===== config.mk =====
export PLATFORM = sky130hd
export DESIGN_NAME = dram_seq
export DESIGN_NICKNAME = d
export VERILOG_FILES = /design/src/rtl/dram_seq_pkg.sv /design/src/rtl/dram_seq_ctrl.sv /design/src/rtl/dram_seq_pins.sv /design/src/rtl/dram_seq.sv
export SDC_FILE = /design/constraint.sdc
export NUM_CORES = 1
export LEC_CHECK = 0
export BUFFER_PORTS_ARGS = -buffer_cell sky130_fd_sc_hd__buf_2
export CAP_MARGIN = 20
export CORE_AREA = 2 2 113 115
export CTS_BUF_LIST = sky130_fd_sc_hd__clkbuf_8
export CTS_CLUSTER_SIZE = 16
export DETAILED_ROUTE_END_ITERATION = 8
export DIE_AREA = 0 0 115 117
export HOLD_SLACK_MARGIN = 0.15
export PLACE_DENSITY_LB_ADDON = 0.1
export RECOVER_POWER = 50
export SLEW_MARGIN = 20
export SYNTH_ARGS = -nofsm -noshare
export SYNTH_HDL_FRONTEND = slang
export SYNTH_SLANG_ARGS = --single-unit

===== constraint.sdc =====
create_clock -name clk -period 2.5 [get_ports clk]
set_input_delay 0.25 -clock clk [delete_from_list [all_inputs] [get_ports clk]]
set_output_delay 0.25 -clock clk [all_outputs]
set_load 0.01 [all_outputs]

===== src/rtl/dram_seq_pkg.sv =====
package dram_seq_pkg;
    typedef enum logic [1:0] {
        ST_IDLE = 2'd0,
        ST_ROW  = 2'd1,
        ST_COL  = 2'd2,
        ST_PRE  = 2'd3
    } seq_state_e;
endpackage


===== src/rtl/dram_seq_ctrl.sv =====
module dram_seq_ctrl
    import dram_seq_pkg::*;
#(
    parameter int NBANK = 2,
    parameter int AW    = 16,
    parameter int DW    = 16,
    parameter int WCW   = 4,
    localparam int BW    = (NBANK > 1) ? $clog2(NBANK) : 1,
    localparam int NLANE = DW / 8
) (
    input  logic             clk,
    input  logic             rst_n,
    input  logic             req_valid,
    input  logic [BW-1:0]    req_bank,
    input  logic [AW-1:0]    req_row,
    input  logic [AW-1:0]    req_col,
    input  logic             req_write,
    input  logic [NLANE-1:0] req_be,
    input  logic [DW-1:0]    req_wdata,
    input  logic [WCW-1:0]   cfg_wait_cnt,
    input  logic [NBANK-1:0] cfg_wait_en,
    input  logic [NBANK-1:0] cfg_byte_mode,
    input  logic             ext_wait_n,
    input  logic [DW-1:0]    dq_in,
    output seq_state_e       state_o,
    output logic [BW-1:0]    bank_o,
    output logic [AW-1:0]    row_o,
    output logic [AW-1:0]    col_o,
    output logic             wr_o,
    output logic [NLANE-1:0] be_o,
    output logic [DW-1:0]    wdata_o,
    output logic             mode_o,
    output logic [DW-1:0]    rdata_o
);

    typedef struct packed {
        seq_state_e       state;
        logic [BW-1:0]    bank;
        logic [AW-1:0]    row;
        logic [AW-1:0]    col;
        logic             wr;
        logic [NLANE-1:0] be;
        logic [DW-1:0]    wdata;
        logic [WCW-1:0]   wcnt;
        logic             mode;
        logic             wen;
        logic [DW-1:0]    rdata;
    } ctl_t;

    ctl_t ctl_d, ctl_q;

    always_comb begin
        ctl_d = ctl_q;
        unique case (ctl_q.state)
            ST_IDLE: begin
                if (req_valid) begin
                    ctl_d.state = ST_ROW;
                    ctl_d.bank  = req_bank;
                    ctl_d.row   = req_row;
                    ctl_d.col   = req_col;
                    ctl_d.wr    = req_write;
                    ctl_d.be    = req_be;
                    ctl_d.wdata = req_wdata;
                    ctl_d.wcnt  = cfg_wait_cnt;
                    ctl_d.mode  = cfg_byte_mode[req_bank];
                    ctl_d.wen   = cfg_wait_en[req_bank];
                end
            end
            ST_ROW: ctl_d.state = ST_COL;
            ST_COL: begin
                if (ctl_q.wcnt != '0) begin
                    ctl_d.wcnt = ctl_q.wcnt - WCW'(1);
                end else if (ctl_q.wen && !ext_wait_n) begin
                    ctl_d.state = ST_COL;
                end else begin
                    ctl_d.state = ST_PRE;
                    if (!ctl_q.wr) ctl_d.rdata = dq_in;
                end
            end
            ST_PRE: ctl_d.state = ST_IDLE;
            default: ctl_d.state = ST_IDLE;
        endcase
    end

    always_ff @(posedge clk or negedge rst_n) begin
        if (!rst_n) begin
            ctl_q       <= '0;
            ctl_q.state <= ST_IDLE;
        end else begin
            ctl_q <= ctl_d;
        end
    end

    assign state_o = ctl_q.state;
    assign bank_o  = ctl_q.bank;
    assign row_o   = ctl_q.row;
    assign col_o   = ctl_q.col;
    assign wr_o    = ctl_q.wr;
    assign be_o    = ctl_q.be;
    assign wdata_o = ctl_q.wdata;
    assign mode_o  = ctl_q.mode;
    assign rdata_o = ctl_q.rdata;

    // programmed wait cycles count down one per column cycle
    a_r3_countdown: assert property (@(posedge clk) disable iff (!rst_n)
        (ctl_q.state == ST_COL && ctl_q.wcnt != '0)
        |=> (ctl_q.state == ST_COL && ctl_q.wcnt == $past(ctl_q.wcnt) - WCW'(1)));

    // a sampled-low wait input holds the column phase when enabled
    a_r4_wait_holds: assert property (@(posedge clk) disable iff (!rst_n)
        (ctl_q.state == ST_COL && ctl_q.wcnt == '0 && ctl_q.wen && !ext_wait_n)
        |=> (ctl_q.state == ST_COL));

    // a disabled wait input never holds the column phase
    a_r5_wait_ignored: assert property (@(posedge clk) disable iff (!rst_n)
        (ctl_q.state == ST_COL && ctl_q.wcnt == '0 && !ctl_q.wen)
        |=> (ctl_q.state == ST_PRE));

    // the row cycle always leads into the column phase
    a_r2_row_then_col: assert property (@(posedge clk) disable iff (!rst_n)
        (ctl_q.state == ST_ROW) |=> (ctl_q.state == ST_COL && $stable(ctl_q.col)));

endmodule


===== src/rtl/dram_seq_pins.sv =====
module dram_seq_pins
    import dram_seq_pkg::*;
#(
    parameter int NBANK = 2,
    parameter int AW    = 16,
    parameter int DW    = 16,
    localparam int BW    = (NBANK > 1) ? $clog2(NBANK) : 1,
    localparam int NLANE = DW / 8
) (
    input  seq_state_e       state,
    input  logic [BW-1:0]    bank,
    input  logic [AW-1:0]    row,
    input  logic [AW-1:0]    col,
    input  logic             wr,
    input  logic [NLANE-1:0] be,
    input  logic [DW-1:0]    wdata,
    input  logic             mode,
    output logic [AW-1:0]    mem_addr,
    output logic [NBANK-1:0] ras_n,
    output logic             pin_a_n,
    output logic             pin_b_n,
    output logic             pin_c_n,
    output logic [DW-1:0]    dq_out,
    output logic             dq_oe
);

    logic row_open;
    assign row_open = (state == ST_ROW) || (state == ST_COL);

    for (genvar g = 0; g < NBANK; g++) begin : g_ras
        assign ras_n[g] = !(row_open && (bank == BW'(g)));
    end

    always_comb begin
        mem_addr = '0;
        pin_a_n  = 1'b1;
        pin_b_n  = 1'b1;
        pin_c_n  = 1'b1;
        dq_oe    = 1'b0;
        if (state == ST_ROW) begin
            mem_addr = row;
        end
        if (state == ST_COL) begin
            mem_addr = col;
            dq_oe    = wr;
            if (!mode) begin
                pin_a_n = !wr;
                pin_b_n = !be[NLANE-1];
                pin_c_n = !be[0];
            end else begin
                pin_a_n = !(wr && be[0]);
                pin_b_n = !(wr && be[NLANE-1]);
                pin_c_n = 1'b0;
            end
        end
    end

    assign dq_out = wdata;

endmodule


===== src/rtl/dram_seq.sv =====
module dram_seq
    import dram_seq_pkg::*;
#(
    parameter int NBANK = 2,
    parameter int AW    = 16,
    parameter int DW    = 16,
    parameter int WCW   = 4,
    localparam int BW    = (NBANK > 1) ? $clog2(NBANK) : 1,
    localparam int NLANE = DW / 8
) (
    input  logic             clk,
    input  logic             rst_n,
    input  logic             req_valid,
    input  logic [BW-1:0]    req_bank,
    input  logic [AW-1:0]    req_row,
    input  logic [AW-1:0]    req_col,
    input  logic             req_write,
    input  logic [NLANE-1:0] req_be,
    input  logic [DW-1:0]    req_wdata,
    input  logic [WCW-1:0]   cfg_wait_cnt,
    input  logic [NBANK-1:0] cfg_wait_en,
    input  logic [NBANK-1:0] cfg_byte_mode,
    input  logic             ext_wait_n,
    input  logic [DW-1:0]    dq_in,
    output logic             busy,
    output logic             done,
    output logic [DW-1:0]    rd_data,
    output logic [AW-1:0]    mem_addr,
    output logic [NBANK-1:0] ras_n,
    output logic             pin_a_n,
    output logic             pin_b_n,
    output logic             pin_c_n,
    output logic [DW-1:0]    dq_out,
    output logic             dq_oe
);

    seq_state_e       st;
    logic [BW-1:0]    cur_bank;
    logic [AW-1:0]    cur_row;
    logic [AW-1:0]    cur_col;
    logic             cur_wr;
    logic [NLANE-1:0] cur_be;
    logic [DW-1:0]    cur_wdata;
    logic             cur_mode;

    dram_seq_ctrl #(.NBANK(NBANK), .AW(AW), .DW(DW), .WCW(WCW)) u_ctrl (
        .clk          (clk),
        .rst_n        (rst_n),
        .req_valid    (req_valid),
        .req_bank     (req_bank),
        .req_row      (req_row),
        .req_col      (req_col),
        .req_write    (req_write),
        .req_be       (req_be),
        .req_wdata    (req_wdata),
        .cfg_wait_cnt (cfg_wait_cnt),
        .cfg_wait_en  (cfg_wait_en),
        .cfg_byte_mode(cfg_byte_mode),
        .ext_wait_n   (ext_wait_n),
        .dq_in        (dq_in),
        .state_o      (st),
        .bank_o       (cur_bank),
        .row_o        (cur_row),
        .col_o        (cur_col),
        .wr_o         (cur_wr),
        .be_o         (cur_be),
        .wdata_o      (cur_wdata),
        .mode_o       (cur_mode),
        .rdata_o      (rd_data)
    );

    dram_seq_pins #(.NBANK(NBANK), .AW(AW), .DW(DW)) u_pins (
        .state   (st),
        .bank    (cur_bank),
        .row     (cur_row),
        .col     (cur_col),
        .wr      (cur_wr),
        .be      (cur_be),
        .wdata   (cur_wdata),
        .mode    (cur_mode),
        .mem_addr(mem_addr),
        .ras_n   (ras_n),
        .pin_a_n (pin_a_n),
        .pin_b_n (pin_b_n),
        .pin_c_n (pin_c_n),
        .dq_out  (dq_out),
        .dq_oe   (dq_oe)
    );

    assign busy = (st != ST_IDLE);
    assign done = (st == ST_PRE);

    // at most one row strobe low at any time
    a_r8_one_ras: assert property (@(posedge clk) disable iff (!rst_n)
        $onehot0(~ras_n));

    // a row strobe falls while all three shared strobes are still high
    a_r2_ras_first: assert property (@(posedge clk) disable iff (!rst_n)
        $fell(&ras_n) |-> (pin_a_n && pin_b_n && pin_c_n));

    // completion lasts one cycle and is followed by idle
    a_r9_done_single: assert property (@(posedge clk) disable iff (!rst_n)
        done |=> (!done && !busy));

    // when idle, every strobe is inactive and the data bus is released
    a_r1_idle_quiet: assert property (@(posedge clk) disable iff (!rst_n)
        !busy |-> (&ras_n && pin_a_n && pin_b_n && pin_c_n && !dq_oe));

endmodule


==> run summary, run 1 <==
The flow ran to the end, but the final reports show violations. The final reports fail on capacitance limit, slew limit. The analysis attributes to net switching a power of 0.001912 W.

The fraction of layout cells with a size suffix above 1 works out to 41.61%. The cell sitting at the root of the clock tree is a clkbuf_8. Sequential elements use 52.74% of the synthesized area. For the via count of the first global-routing pass, the log shows 2,694. The run gives 2 as the maximum root-to-sink buffer count. The worst setup path is captured at an output port. The number of remaining DRC errors is 0.

Global routing consumed, over all layers together, 12.72% of the routing resources. The number of top-level design ports came out at 136. For the area enclosed by the die boundary, the log shows 13,460 µm². The tools report the final global-route overflow total as 0. Yosys attributes the largest share of cell area to dfrtp_1 53%, mux2_2 19%, buf_4 6.7%. The core region is 12,310 µm².

The worst pin sits at a relative slew slack of -17.09%. The H-tree level count is 3, and the number of nets in the layout is 552. The summed instance area of the synthesized netlist was 3606 µm²; the data required time of the critical path was 2250 ps.

The logs give 76 for the clock sink count and 40.87% for the utilization of the core after routing. The number of clock buffers added by TritonCTS is 9. The tools report the largest voltage drop on the vdd net as 393.6 µV. Of the total synthesized cell area, the portion taken by full adders, half adders and majority gates is 2.082%. The source-to-sink clock delay at the later pin of the worst-skew pair is 350 ps. The internal power was 0.003484 W; the data arrival time of the worst path was 1950 ps. Total of fill cells in the finished design: 1,227.

The commonest cells after synthesis are 76 x dfrtp_1, 60 x mux2_2, 36 x nand2_1. The path type of the worst min-delay path is input port to flop. The worst setup path is launched from a flop.

Power spread over the standard cell area amounts to 1072 nW/µm². The first global-routing pass estimated 12,960 µm of wire. The synthesized design contains 76 register bits. By area, the combinational part of the netlist is dominated by multiplexers. In the synthesized netlist, the number of instances is 293. In this run, the number of DRC markers left after iteration 0 of detailed routing was 110. The initial antenna violation count is 1, and the area added between synthesis and finish is 39.56%.

Of the post-synthesis cell area, the part taken by muxes is 23.73%. The largest total area in the synthesized netlist belongs to dfrtp_1. The detail-routed net length per standard cell came out at 13.39 µm. Of the total power, combinational logic draws 44.2%. Before antenna repair, the detailed router went through 4 iterations.

Across all setup checks in the final design, the least slack found is 298.1 ps. The clock-pin slew reported for the worst setup and hold paths after clock tree synthesis was 80 ps; the total number of yosys warnings was 0. Counting every net in the synthesized netlist gives 379. After Yosys synthesis, and, or, nand and nor cells account for 6.558% of the synthesized area. In the final timing run, aggregate negative setup slack is 0 ps. In this run, placement finished with an instance count of 537. The switching part of the total is 35.44%.

TritonCTS built the clock tree. Of the available clock period, the critical path in the final layout requires 88.08%. Post-CTS repair changed the size of 0 cells. The number of hold violations in the final report was 0; the floorplan die height was 117 µm. The average size of a mapped cell was 12.31 µm².

Once detail routing completed, the nets flagged for antenna violations numbered 0. The logs give 0 for the number of endpoints failing setup at the final stage and 8330 µm for the routed wire length. The tools report the standby leakage power as 2.382 nW. HPWL reported at the end of detailed placement: 5277 µm.

Dividing the detail-routed via count by the number of cells gives 4.314. The floorplan has 41 rows. The tools report the number of violations of the max-capacitance limit as 1. The post-synthesis share of cell area spent on xor and xnor gates is 0%. The critical path in this run is classified as flop to output port.

The complex-gate fraction of the synthesized area was 4.997%; the die extent in x was 115 µm. The largest clock skew in the final design came out at 5.532 ps. The logs give 29 for the number of distinct library cells after synthesis and 29 for the number of pins with negative max-slew slack in the final report. The post-synthesis async set-or-reset flop share was 100.0%; the final weighted congestion of routability-driven global placement was 0.7277. The share of synthesized area in the top cell type comes to 52.74%. The shortest clock period the worst path allows after layout works out to 2202 ps.

The starting density of the core was 29.29%; the number of synthesized flops with an enable pin was 0. The logs give 622 for the post-route non-filler standard cell count and 16.2% for the part of the total power dissipated in the clock network. The count of port buffers added during placement works out to 135.

Most numerous cell in the Yosys netlist: dfrtp_1. The routed layout has 2,683 vias. Setup repair after global routing left no endpoint under its margin.

Registers are responsible for 39.7% of the overall power. The most used flip-flop cell after synthesis is dfrtp_1. Of all nets on the critical path, the largest fanout is 44. OpenSTA, run right after detailed placement, puts the worst setup slack at 448.0 ps. Entering global routing, the biggest net connects 58 pins. Timing would allow up to 454.1 MHz. The transition time at the pin with the least slew margin came out at 1756 ps.
## final timing paths
kind | end | slack [ps] | cells past startpoint | start
worst max-delay path | mem_addr[5] | 300 | 6 | u_ctrl.state_o[0]
min in group asynchronous | u_ctrl.ctl_q[20] | 900 | 2 | rst_n
worst min-delay path | u_ctrl.mode_o | 170 | 3 | cfg_byte_mode[0]
worst max register to register | u_ctrl.rdata_o[13] | 470 | 5 | u_ctrl.ctl_q[18]
worst min register to register | u_ctrl.ctl_q[16] | 500 | 2 | u_ctrl.ctl_q[16]
max in group asynchronous | u_ctrl.col_o[6] | 580 | 3 | rst_n
## metrics by stage
| stage | power (W) | area (µm²) | hold WS (ps) |
|---|---|---|---|
| 6_report | 0.005397 | 5032 | 172.6 |
| 5_1_grt | 0.005884 | 5030 | 189.9 |
| 4_1_cts | 0.005556 | 5069 | 154.0 |
| 3_5_place_dp | 0.004555 | 4207 | 228.0 |
| 3_3_place_gp | 0.004527 | 4207 | 222.2 |
| 2_1_floorplan | 0.004016 | 3606 | -45.59 |
## sequential cells by signal (all words and copies together) (netlist names)
signal and count:
u_ctrl.bank_o 1, u_ctrl.col_o 16, u_ctrl.state_o 2, u_ctrl.wdata_o 16, u_ctrl.ctl_q 5, u_ctrl.wr_o 1, u_ctrl.be_o 2, u_ctrl.mode_o 1
u_ctrl.rdata_o 16, u_ctrl.row_o 16
## cell type report
cell class | instances | area (µm²) | area share, %
flip-flops and latches | 76 | 1902 | 37.79
repair buffers | 208 | 1383 | 27.47
multi-input cells | 164 | 1350 | 26.83
well taps | 150 | 187.7 | 3.729
clock buffers | 12 | 165.2 | 3.282
inverters | 7 | 26.28 | 0.5221
clock inverters | 4 | 16.27 | 0.3232
diodes | 1 | 2.502 | 0.04973
## cells in the final DEF (no fill, tap or decap), drive strengths merged
| cell | Yosys | routed |
|---|---|---|
| buf | 38 | 111 |
| dfrtp | 76 | 76 |
| mux2 | 70 | 70 |
| dlygate4sd3 | 0 | 68 |
| clkbuf | 8 | 41 |
| nand2 | 36 | 36 |
| o21ai | 20 | 20 |
| inv | 7 | 10 |
| ha | 6 | 6 |
| nor2 | 5 | 5 |
| o211ai | 3 | 3 |
| a22o | 3 | 3 |
| a21oi | 3 | 3 |
| nor3 | 3 | 3 |
| mux2i | 3 | 3 |
| nand2b | 2 | 2 |
| nor2b | 2 | 2 |
| nand3 | 2 | 2 |
| nand4b | 2 | 2 |
| diode | 0 | 1 |
| and2 | 1 | 1 |
| or3 | 1 | 1 |
| a311oi | 1 | 1 |
| o21a | 1 | 1 |
| clkinv | 0 | 1 |
## power groups by stage
stage	clock network (W)	logic, W	registers (W)
floorplan	0	0.00194	0.00208
global placement	0	0.00238	0.00215
detailed placement	0	0.00240	0.00216
finish	0.000872	0.00238	0.00214
global route	0.000981	0.00268	0.00222
CTS	0.000931	0.00249	0.00213
## worst max-delay path, cell delays in order (launching register included)
cell and delay, ps:
dfrtp_1 410, inv_1 110, ha_1 170, buf_4 380, nor2b_1 160, a22o_1 220
buf_2 140
## layer usage
layer	routed length, µm	global-route usage [%]
met3	565	3.502
met4	154	6.586
met1	3913	15.50
met2	3697	20.71
met5	0	0
## logic make-up (layout without fill, tap and decap cells)
family	count (synthesis)	in the layout
flops	76	76
mux	73	73
simple gates	54	54
buf+inv	53	231
compound gates	31	31
fa+ha+maj	6	6
other cells	0	1
## what timing repair did
action / in CTS / in global routing
endpoints found under the setup margin: 0 / 0
hold buffers: 68 / 0
setup buffers: 0 / 0
hold endpoints to repair: 95 / 0
No activity file was read; power rests on OpenSTA's default activity.
==> run 2: changes to the inputs <==
--- a/config.mk
+++ b/config.mk
@@ -5,13 +5,14 @@
 export SDC_FILE = /design/constraint.sdc
 export NUM_CORES = 1
 export LEC_CHECK = 0
+export ABC_AREA = 1
 export BUFFER_PORTS_ARGS = -buffer_cell sky130_fd_sc_hd__buf_2
 export CAP_MARGIN = 20
-export CORE_AREA = 2 2 113 115
+export CORE_AREA = 2 2 114 116
 export CTS_BUF_LIST = sky130_fd_sc_hd__clkbuf_8
 export CTS_CLUSTER_SIZE = 16
 export DETAILED_ROUTE_END_ITERATION = 8
-export DIE_AREA = 0 0 115 117
+export DIE_AREA = 0 0 116 118
 export HOLD_SLACK_MARGIN = 0.15
 export PLACE_DENSITY_LB_ADDON = 0.1
 export RECOVER_POWER = 50
==> constraint.sdc (replaced) <==
create_clock -name clk -period 2.08 [get_ports clk]
set_input_delay 0.208 -clock clk [delete_from_list [all_inputs] [get_ports clk]]
set_output_delay 0.208 -clock clk [all_outputs]
set_load 0.01 [all_outputs]
==> run 2 against run 1 <==
  * The run now ends clean
  * Die area up 1.7%
  * Area after synthesis up 2.0%
  * Register-to-register slack worse by 350 ps
  * Worst setup slack worse by 180 ps
  * Final cell count up 30%
  * Clock-buffer cell count down 2
==> run summary, run 2 <==
Number of nets in the layout: 719 (+30%). The root buffer cell is clkbuf_8. The combined global-route utilization of all metal layers came out at 15.11% (+2.4 points).

The logs give 118.7 ps (-179.4 ps) for the worst path setup slack after routing and 0 ps (unchanged) for the final-layout setup total negative slack. The run gives 0 (unchanged) as the final global-route overflow total. The tools report the standby leakage power as 2.821 nW (+18%).

The tools report the source-to-sink clock delay at the later pin of the worst-skew pair as 360 ps (about the same). The run gives 7.037 ps (+1.505 ps) as the largest clock skew in the final design. The run gives 0.007001 W (+30%) as the overall power consumption. The worst setup path is launched from a flop. The library cells used most frequently in the layout, excluding fill and tap cells, are 216 x nand2_1, 106 x buf_2, 76 x dfrtp_1. The leading area contributor after synthesis is dfrtp_1. The pin count of the biggest net entering global routing came out at 47 (-19%). The routed wire length was 10,280 µm (+23%).

The count of port buffers added during placement works out to 135 (unchanged). The startpoint-to-endpoint class of the critical path is flop to flop. Setup repair after global routing left no endpoint under its margin. The clock-pin slew reported for the worst setup and hold paths after clock tree synthesis came out at 80 ps (about the same). The logs give 0 (unchanged) for the total number of yosys warnings and 2380 ps (+130 ps) for the data required time of the critical path.

Number of distinct library cells after synthesis: 19 (-34%). The run finished with clean final reports. Compared with the post-synthesis result, the final layout area differs by 45.05%.

Area share of the largest cell type after synthesis: 51.72% (-1.0 points). The run gives 0 (unchanged) as the number of remaining DRC errors. The die extent in x is 116 µm (+0.87%), and the setup slack at placement is 341.7 ps (-106.2 ps). The maximum clock rate is 509.9 MHz, and the number of core rows is 41 (unchanged). The cell area power density is 1313 nW/µm² (+22%), and the average size of a mapped cell is 8.154 µm² (-34%).

The maximum root-to-sink buffer count is 2 (unchanged), and the post-synth net total is 537 (+42%). The H-tree level count was 3 (unchanged). Path type of the worst min-delay path: input port to flop. Via count of the first global-routing pass: 3,340 (+24%).

The total of fill cells in the finished design is 1,269 (+3.4%), and the largest fanout on the critical path is 11 (-75%). The clock sink count is 76 (unchanged). The tools report the setup slack of the most critical reg-to-reg path as 120 ps (-350 ps). The number of hold violations in the final report is 0 (unchanged).

For the worst-case headroom to the max-slew limit, the log shows 47.33% (+64 points). The area enclosed by the die boundary was 13,690 µm² (+1.7%); the number of top-level design ports was 136 (unchanged). The run gives 0.7956 (+9.3%) as the final weighted congestion of routability-driven global placement. The number of synthesized flops with an enable pin was 0 (unchanged); the placeable core area was 12,410 µm² (+0.83%).

The global routing stage identified its most utilized layer as met2. The ratio of routed vias to standard cells was 4.158 (-3.6%). The run gives 0 (-1) as the number of violations of the max-capacitance limit. The starting density of the core was 29.62% (+0.33 points); the number of endpoints failing setup at the final stage was 0 (unchanged).

Leaving out fill and tap cells, the most frequent cell in the layout is nand2_1. The final critical path takes up 94.30% of the cycle. The fraction of layout cells with a size suffix above 1 is 25.08% (-17 points), and the met3 usage in global routing is 2.987% (-0.51 points). The global-route wire length before repair is 16,280 µm (+26%). Among all cell types in the netlist, the one instantiated most often is nand2_1.

The number of pins with negative max-slew slack in the final report came out at 0 (-100%). The floorplan die height was 118 µm (+0.85%). The most used flip-flop cell after synthesis is dfrtp_1. The diode insertion count for antenna repair came out at 0 (-1). The run gives 9 (unchanged) as the number of buffers added by the clock tree synthesis step. The tools report the cell count after placement as 717 (+34%). Sorting the synthesized cells by area gives the leading types as dfrtp_1 52%, nand2_1 22%, buf_4 6.7%. Data arrival time of the worst path: 2260 ps (+310 ps). TritonCTS built the clock tree.

The transition time at the pin with the least slew margin is 790.1 ps (-966.3 ps). The largest voltage drop on the vdd net was 429.7 µV (+9.2%); the register bit total from synthesis was 76 (unchanged). Met2 routing resource usage after global routing: 23.50% (+2.8 points).

For the remaining antenna violation count, the log shows 0 (unchanged). The critical path capture point type is a flop. The post-synthesis instance total was 451 (+54%). By count the netlist is led by 217 x nand2_1, 76 x dfrtp_1, 33 x buf_4, 33 x inv_1, 19 x o21ai_0. The logs give 20.85% (+5.3 points) for the global-route track usage on met1 and 140 (+27%) for the number of design-rule violations left by the first detailed-router iteration.

The run gives 51.72% (-1.0 points) as the sequential area share after synthesis. The number of vias after detailed routing is 3,368 (+26%). The HPWL reported at the end of detailed placement is 6608 µm (+25%), and the total iterations of the first detailed-routing run is 4 (unchanged). The shortest clock period the worst path allows after layout was 1961 ps. The detail-routed net length per standard cell was 12.69 µm (-5.3%); the initial antenna violation count was 0 (-1). Post-synthesis async set-or-reset flop share: 100.0% (unchanged). The summed instance area of the synthesized netlist was 3677 µm² (+2.0%); the post-route non-filler standard cell count was 810 (+30%).
-- run 2: cells by family after synthesis --
logic type / after synthesis / synth area share (%)
AND/OR/NAND/NOR: 242 / 25.79
buffers and inverters: 87 / 13.20
flip-flops: 76 / 51.72
AO/OA/AOI/OAI: 40 / 7.247
adder cells (fa/ha/maj): 6 / 2.041
-- run 2: final timing paths --
kind	depth (start not counted)	end	startpoint
min in group asynchronous	2	u_ctrl.row_o[6]	rst_n
setup reg to reg	8	u_ctrl.mode_o	u_ctrl.state_o[0]
setup / recovery	8	u_ctrl.mode_o	u_ctrl.state_o[0]
max in group asynchronous	3	u_ctrl.row_o[14]	rst_n
hold reg to reg	2	u_ctrl.wdata_o[10]	u_ctrl.wdata_o[10]
hold / removal	5	u_ctrl.ctl_q[19]	cfg_wait_cnt[1]
-- run 2: repair_timing --
item                                    4_1_cts  5_1_grt
resized for setup                             1        8
endpoints found under the hold margin       101        0
endpoints found under the setup margin       15       17
setup buffers                                 0        1
hold buffers                                 74        0
gates cloned                                  0        2
-- run 2: worst max-delay path: stages (launching register included) --
cell and delay (ps):
dfrtp_1 420, inv_2 110, ha_2 220, nand2_2 100
inv_4 120, buf_12 150, o21ai_0 90, o22ai_1 110
dlygate4sd3_1 570
-- run 2: metal layers --
metal,up-vias,routed length [µm]
li1,1712,-
met1,1549,4985
met2,97,4641
met3,10,511
met4,0,138
met5,-,0
-- run 2: stage by stage --
step	utilization (%)	instance area, µm²	hold WS, ps
finish	42.97	5334	178.8
detailed placement	34.89	4332	181.1
global route	42.97	5334	206.6
CTS	42.69	5300	155.1
floorplan	-	3677	-87.59
global placement	34.89	4332	179.6
-- run 2: report_power, final --
part / leakage [nW] / switching (W) / internal, W
logic: 1.77 / 0.00184 / 0.00128
registers: 0.937 / 0.000405 / 0.00219
clock network: 0.116 / 0.000574 / 0.000708
-- run 2: area by class of cell --
class	count	area (µm²)	area share, %
sequential	76	1902	35.66
timing repair buffer	221	1543	28.92
multi-input combinational	288	1308	24.51
tap	172	215.2	4.035
inverter	37	141.4	2.651
clock buffer	10	137.6	2.580
clock inverter	6	87.58	1.642
==> run 3: changes to the inputs <==
--- a/config.mk
+++ b/config.mk
@@ -8,15 +8,16 @@
 export ABC_AREA = 1
 export BUFFER_PORTS_ARGS = -buffer_cell sky130_fd_sc_hd__buf_2
 export CAP_MARGIN = 20
-export CORE_AREA = 2 2 114 116
+export CORE_AREA = 2 2 121 123
 export CTS_BUF_LIST = sky130_fd_sc_hd__clkbuf_8
 export CTS_CLUSTER_SIZE = 16
 export DETAILED_ROUTE_END_ITERATION = 8
-export DIE_AREA = 0 0 116 118
+export DIE_AREA = 0 0 123 125
 export HOLD_SLACK_MARGIN = 0.15
 export PLACE_DENSITY_LB_ADDON = 0.1
 export RECOVER_POWER = 50
 export SLEW_MARGIN = 20
 export SYNTH_ARGS = -nofsm -noshare
 export SYNTH_HDL_FRONTEND = slang
+export SYNTH_HIERARCHICAL = 1
 export SYNTH_SLANG_ARGS = --single-unit
==> run 3 against run 2 <==
  * Wire length shrank 0.47%
  * Critical path depth down 1
  * Register-to-register slack improved by 80 ps
  * Combinational power is 5% lower
  * Flip-flop and latch count unchanged
  * Total power fell by 2.4%
  * Area after synthesis rose by 13%
  * Clock-buffer cell count fell by 1
  * Die area up 12%
  * Sequential share of layout area down 0.075 points
  * Critical path type is now flop to output port
  * Critical endpoint is now mem_addr[1]
==> run summary, run 3 <==
The run finished with clean final reports. The detail-routed net length per standard cell is 12.22 µm (-3.7%), and the number of endpoints failing setup at the final stage is 0 (unchanged). The tools report the source-to-sink clock delay at the later pin of the worst-skew pair as 360 ps (about the same).

The logs give 10,230 µm (-0.47%) for the routed wire length and 0 (unchanged) for the number of hold violations in the final report. TritonCTS built the clock tree. The count of port buffers added during placement came out at 135 (unchanged). The delay of the slowest cell on the worst path was 420 ps (-150 ps). The maximum clock rate was 520.2 MHz (+2.0%). The worst setup path is captured at an output port. The run gives 1870 ps (-510 ps) as the data required time of the critical path. In the layout the commonest cells are 221 x nand2_1, 106 x buf_2, 76 x dfrtp_1.

The tools report the number of design-rule violations left by the first detailed-router iteration as 180 (+29%). The run gives 44 (+7.3%) as the number of core rows. The summed instance area of the synthesized netlist is 4173 µm² (+13%), and the standby leakage power is 2.839 nW (+0.64%).

The number of buffers added by the clock tree synthesis step is 9 (unchanged). For the final global-route overflow total, the log shows 0 (unchanged). The transition time at the pin with the least slew margin works out to 816.4 ps (+26.36 ps).

The final critical-path share of the clock period was 92.42% (-1.9 points). Leaving out fill and tap cells, the most frequent cell in the layout is nand2_1. The worst hold path begins at cfg_wait_cnt[2]. The run gives 15,380 µm² (+12%) as the area enclosed by the die boundary.

The remaining antenna violation count came out at 0 (unchanged). The floorplan die height is 125 µm (+5.9%), and the post-synthesis async set-or-reset flop share is 100.0% (unchanged). The run gives 3 (unchanged) as the H-tree level count.

The most numerous cell in the Yosys netlist is nand2_1. Post-synth net total: 605 (+13%). For the total iterations of the first detailed-routing run, the log shows 6 (+2). The post-synthesis instance total was 518 (+15%). The worst setup path is launched from a flop.

The clock sink count came out at 76 (unchanged). Diode insertion count for antenna repair: 0 (unchanged). The endpoint identified for the worst register-to-register timing path is u_ctrl/ctl_q[16].

The run gives 136 (unchanged) as the number of top-level design ports. The number of vias after detailed routing was 3,334 (-1.0%); the final cell area excluding filler cells was 5345 µm² (+0.21%). The fraction of layout cells with a size suffix above 1 works out to 24.50% (-0.58 points). The run gives 14,200 µm² (+14%) as the placeable core area. The depth of the worst register-to-register path came out at 7 (-1). The final-layout setup total negative slack was 0 ps (unchanged); the number of remaining DRC errors was 0 (unchanged). The clock-pin slew reported for the worst setup and hold paths after clock tree synthesis is 80 ps (about the same), and the via count of the first global-routing pass is 3,442 (+3.1%). The number of cells on the worst hold path works out to 5 (unchanged). The ratio of routed vias to standard cells was 3.983 (-4.2%). The area share of the largest cell type after synthesis is 45.58% (-6.1 points). After synthesis, the cell types taking the most area are dfrtp_1 46%, nand2_1 20%, buf_4 16%.

The run gives 45.58% (-6.1 points) as the sequential area share after synthesis. The number of synthesized flops with an enable pin was 0 (unchanged). The total of fill cells in the finished design came out at 1,493 (+18%). The register bit total from synthesis works out to 76 (unchanged). Of all cell types, the one taking the most synthesized area is dfrtp_1. The run gives 0 (unchanged) as the number of violations of the max-capacitance limit. The initial antenna violation count was 0 (unchanged); the worst-case headroom to the max-slew limit was 45.57% (-1.8 points). The slowest stage of the critical path is the dfrtp_1 cell. Final weighted congestion of routability-driven global placement: 0.7275 (-8.6%). The largest clock skew in the final design was 3.035 ps (-4.002 ps); the number of distinct library cells after synthesis was 22 (+3). The run gives 2 (unchanged) as the maximum root-to-sink buffer count. For the area occupied by multi-input gates, the log shows 1364 µm² (+4.3%). The startpoint-to-endpoint class of the critical path is flop to output port. The die extent in x is 123 µm (+6.0%).

The data arrival time of the worst path was 1710 ps (-550 ps). The run gives 29.38% (-0.24 points) as the starting density of the core. Ranked by instance count, the synthesized netlist is headed by 222 x nand2_1, 87 x buf_4, 76 x dfrtp_1. For hold timing, the worst endpoint is u_ctrl/ctl_q[20]. The shortest clock period the worst path allows after layout was 1922 ps (-39.11 ps); the setup slack at placement was 382.2 ps (+40.47 ps). The min-delay analysis places its worst path in the category input port to flop. The largest voltage drop on the vdd net was 499.2 µV (+16%); the area added between synthesis and finish was 28.10%. The tools report the worst path setup slack after routing as 157.8 ps (+39.11 ps). The setup slack of the most critical reg-to-reg path was 200 ps (+80 ps). For the pin count of the biggest net entering global routing, the log shows 48 (+2.1%).

Total cell area at the placement stage: 4415 µm² (+1.9%). The root buffer cell was clkbuf_8. The average size of a mapped cell is 8.056 µm² (-1.2%). Traced cell by cell, the critical path runs through inv_1 > ha_1 > buf_4 > inv_8 > nand3_1 > nand2_1 > buf_2.

The largest fanout on the critical path is 19 (+8), and the number of nets in the layout is 735 (+2.2%). The startpoint of the most critical register-to-register path was u_ctrl/state_o[1]. The logs give 13.94% (-1.2 points) for the combined global-route utilization of all metal layers and 16,770 µm (+3.0%) for the global-route wire length before repair. The number of pins with negative max-slew slack in the final report is 0 (unchanged). Among all flip-flop cells after synthesis, the most frequent one is dfrtp_1.

The total number of yosys warnings was 6 (+6). The cell area power density came out at 1278 nW/µm² (-2.6%). Setup repair after global routing left no endpoint under its margin.

The combined flip-flop and latch cell area is 1902 µm² (unchanged), and the HPWL reported at the end of detailed placement is 6840 µm (+3.5%).
-- run 3: cell count changes in the layout (fill, tap and decap cells not counted), moves of 3 or more --
cell     previous run  this run
o22ai_1             4         1
o21ai_0            19        27
nand3_1            17        11
o21ai_2            15         1
inv_2               4         0
inv_1              31        37
nand2_2             1        11
nand2_1           216       221
nand3_2             1        11
ha_1                4         7
-- run 3: timing repair --
item / in CTS / in global routing
hold buffers: 75 / 0
setup buffers: 0 / 1
setup endpoints to repair: 0 / 2
gates resized for setup: 0 / 1
hold endpoints to repair: 99 / 0
-- run 3: worst max path at each step --
stage	from	to	slack, ps	depth (start not counted)
4_1_cts	u_ctrl/state_o[0]	mem_addr[14]	110	7
6_report	u_ctrl/state_o[0]	mem_addr[1]	160	7
3_5_place_dp	u_ctrl/state_o[0]	u_ctrl/rdata_o[1]	380	7
5_1_grt	u_ctrl/state_o[0]	mem_addr[14]	10	7
3_3_place_gp	u_ctrl/state_o[0]	u_ctrl/rdata_o[0]	490	6
2_1_floorplan	u_ctrl/state_o[0]	u_ctrl/ctl_q[21]	710	8
-- run 3: power breakdown --
part / leakage (nW) / switching, W / internal [W] / total [W]
clock: 0.109 / 0.000576 / 0.000671 / 0.00125
sequential: 0.937 / 0.000435 / 0.00219 / 0.00263
combinational: 1.79 / 0.00182 / 0.00114 / 0.00296
total: 2.84 / 0.00283 / 0.00401 / 0.00683
-- run 3: kinds of logic (layout without fill, tap and decap cells) --
logic type	Yosys count	after routing	synth area share, %
flops	76	76	45.58
simple gates	262	262	26.51
fa+ha+maj	7	7	2.099
compound gates	32	32	4.018
buf+inv	141	276	21.80
-- run 3: through the flow --
step                util, %  power [W]  std cells  hold WS (ps)
global placement      31.09   0.005553        745         179.5
finish                37.63   0.006834        837         180.5
floorplan                 -   0.005557        518        -87.59
CTS                   37.89   0.007027        836         160.6
detailed placement    31.09   0.005599        745         181.0
global route          37.63   0.007502        837         183.7
-- run 3: area by class of cell --
| type | instances | area share [%] |
|---|---|---|
| Multi-Input combinational cell | 301 | 25.52 |
| Inverter | 39 | 2.926 |
| Clock inverter | 7 | 1.709 |
| Timing Repair Buffer | 221 | 27.65 |
| Clock buffer | 9 | 2.317 |
| Sequential cell | 76 | 35.58 |
| Tap cell | 184 | 4.307 |
-- run 3: critical path: cells and delay by family, from the launching register on --
kind	cells	cell delay, ps
fa+ha+maj	1	190
buf+inv	4	570
flops	1	420
simple gates	2	180
-- run 3: per-layer routing --
layer	routed length, µm	share of wire [%]	vias up	global-route usage [%]
met5	0	0	-	0
met4	93	0.91	0	3.209
met3	677	6.6	5	5.155
met2	4736	46	91	22.91
met1	4723	46	1492	17.39
li1	-	-	1746	-
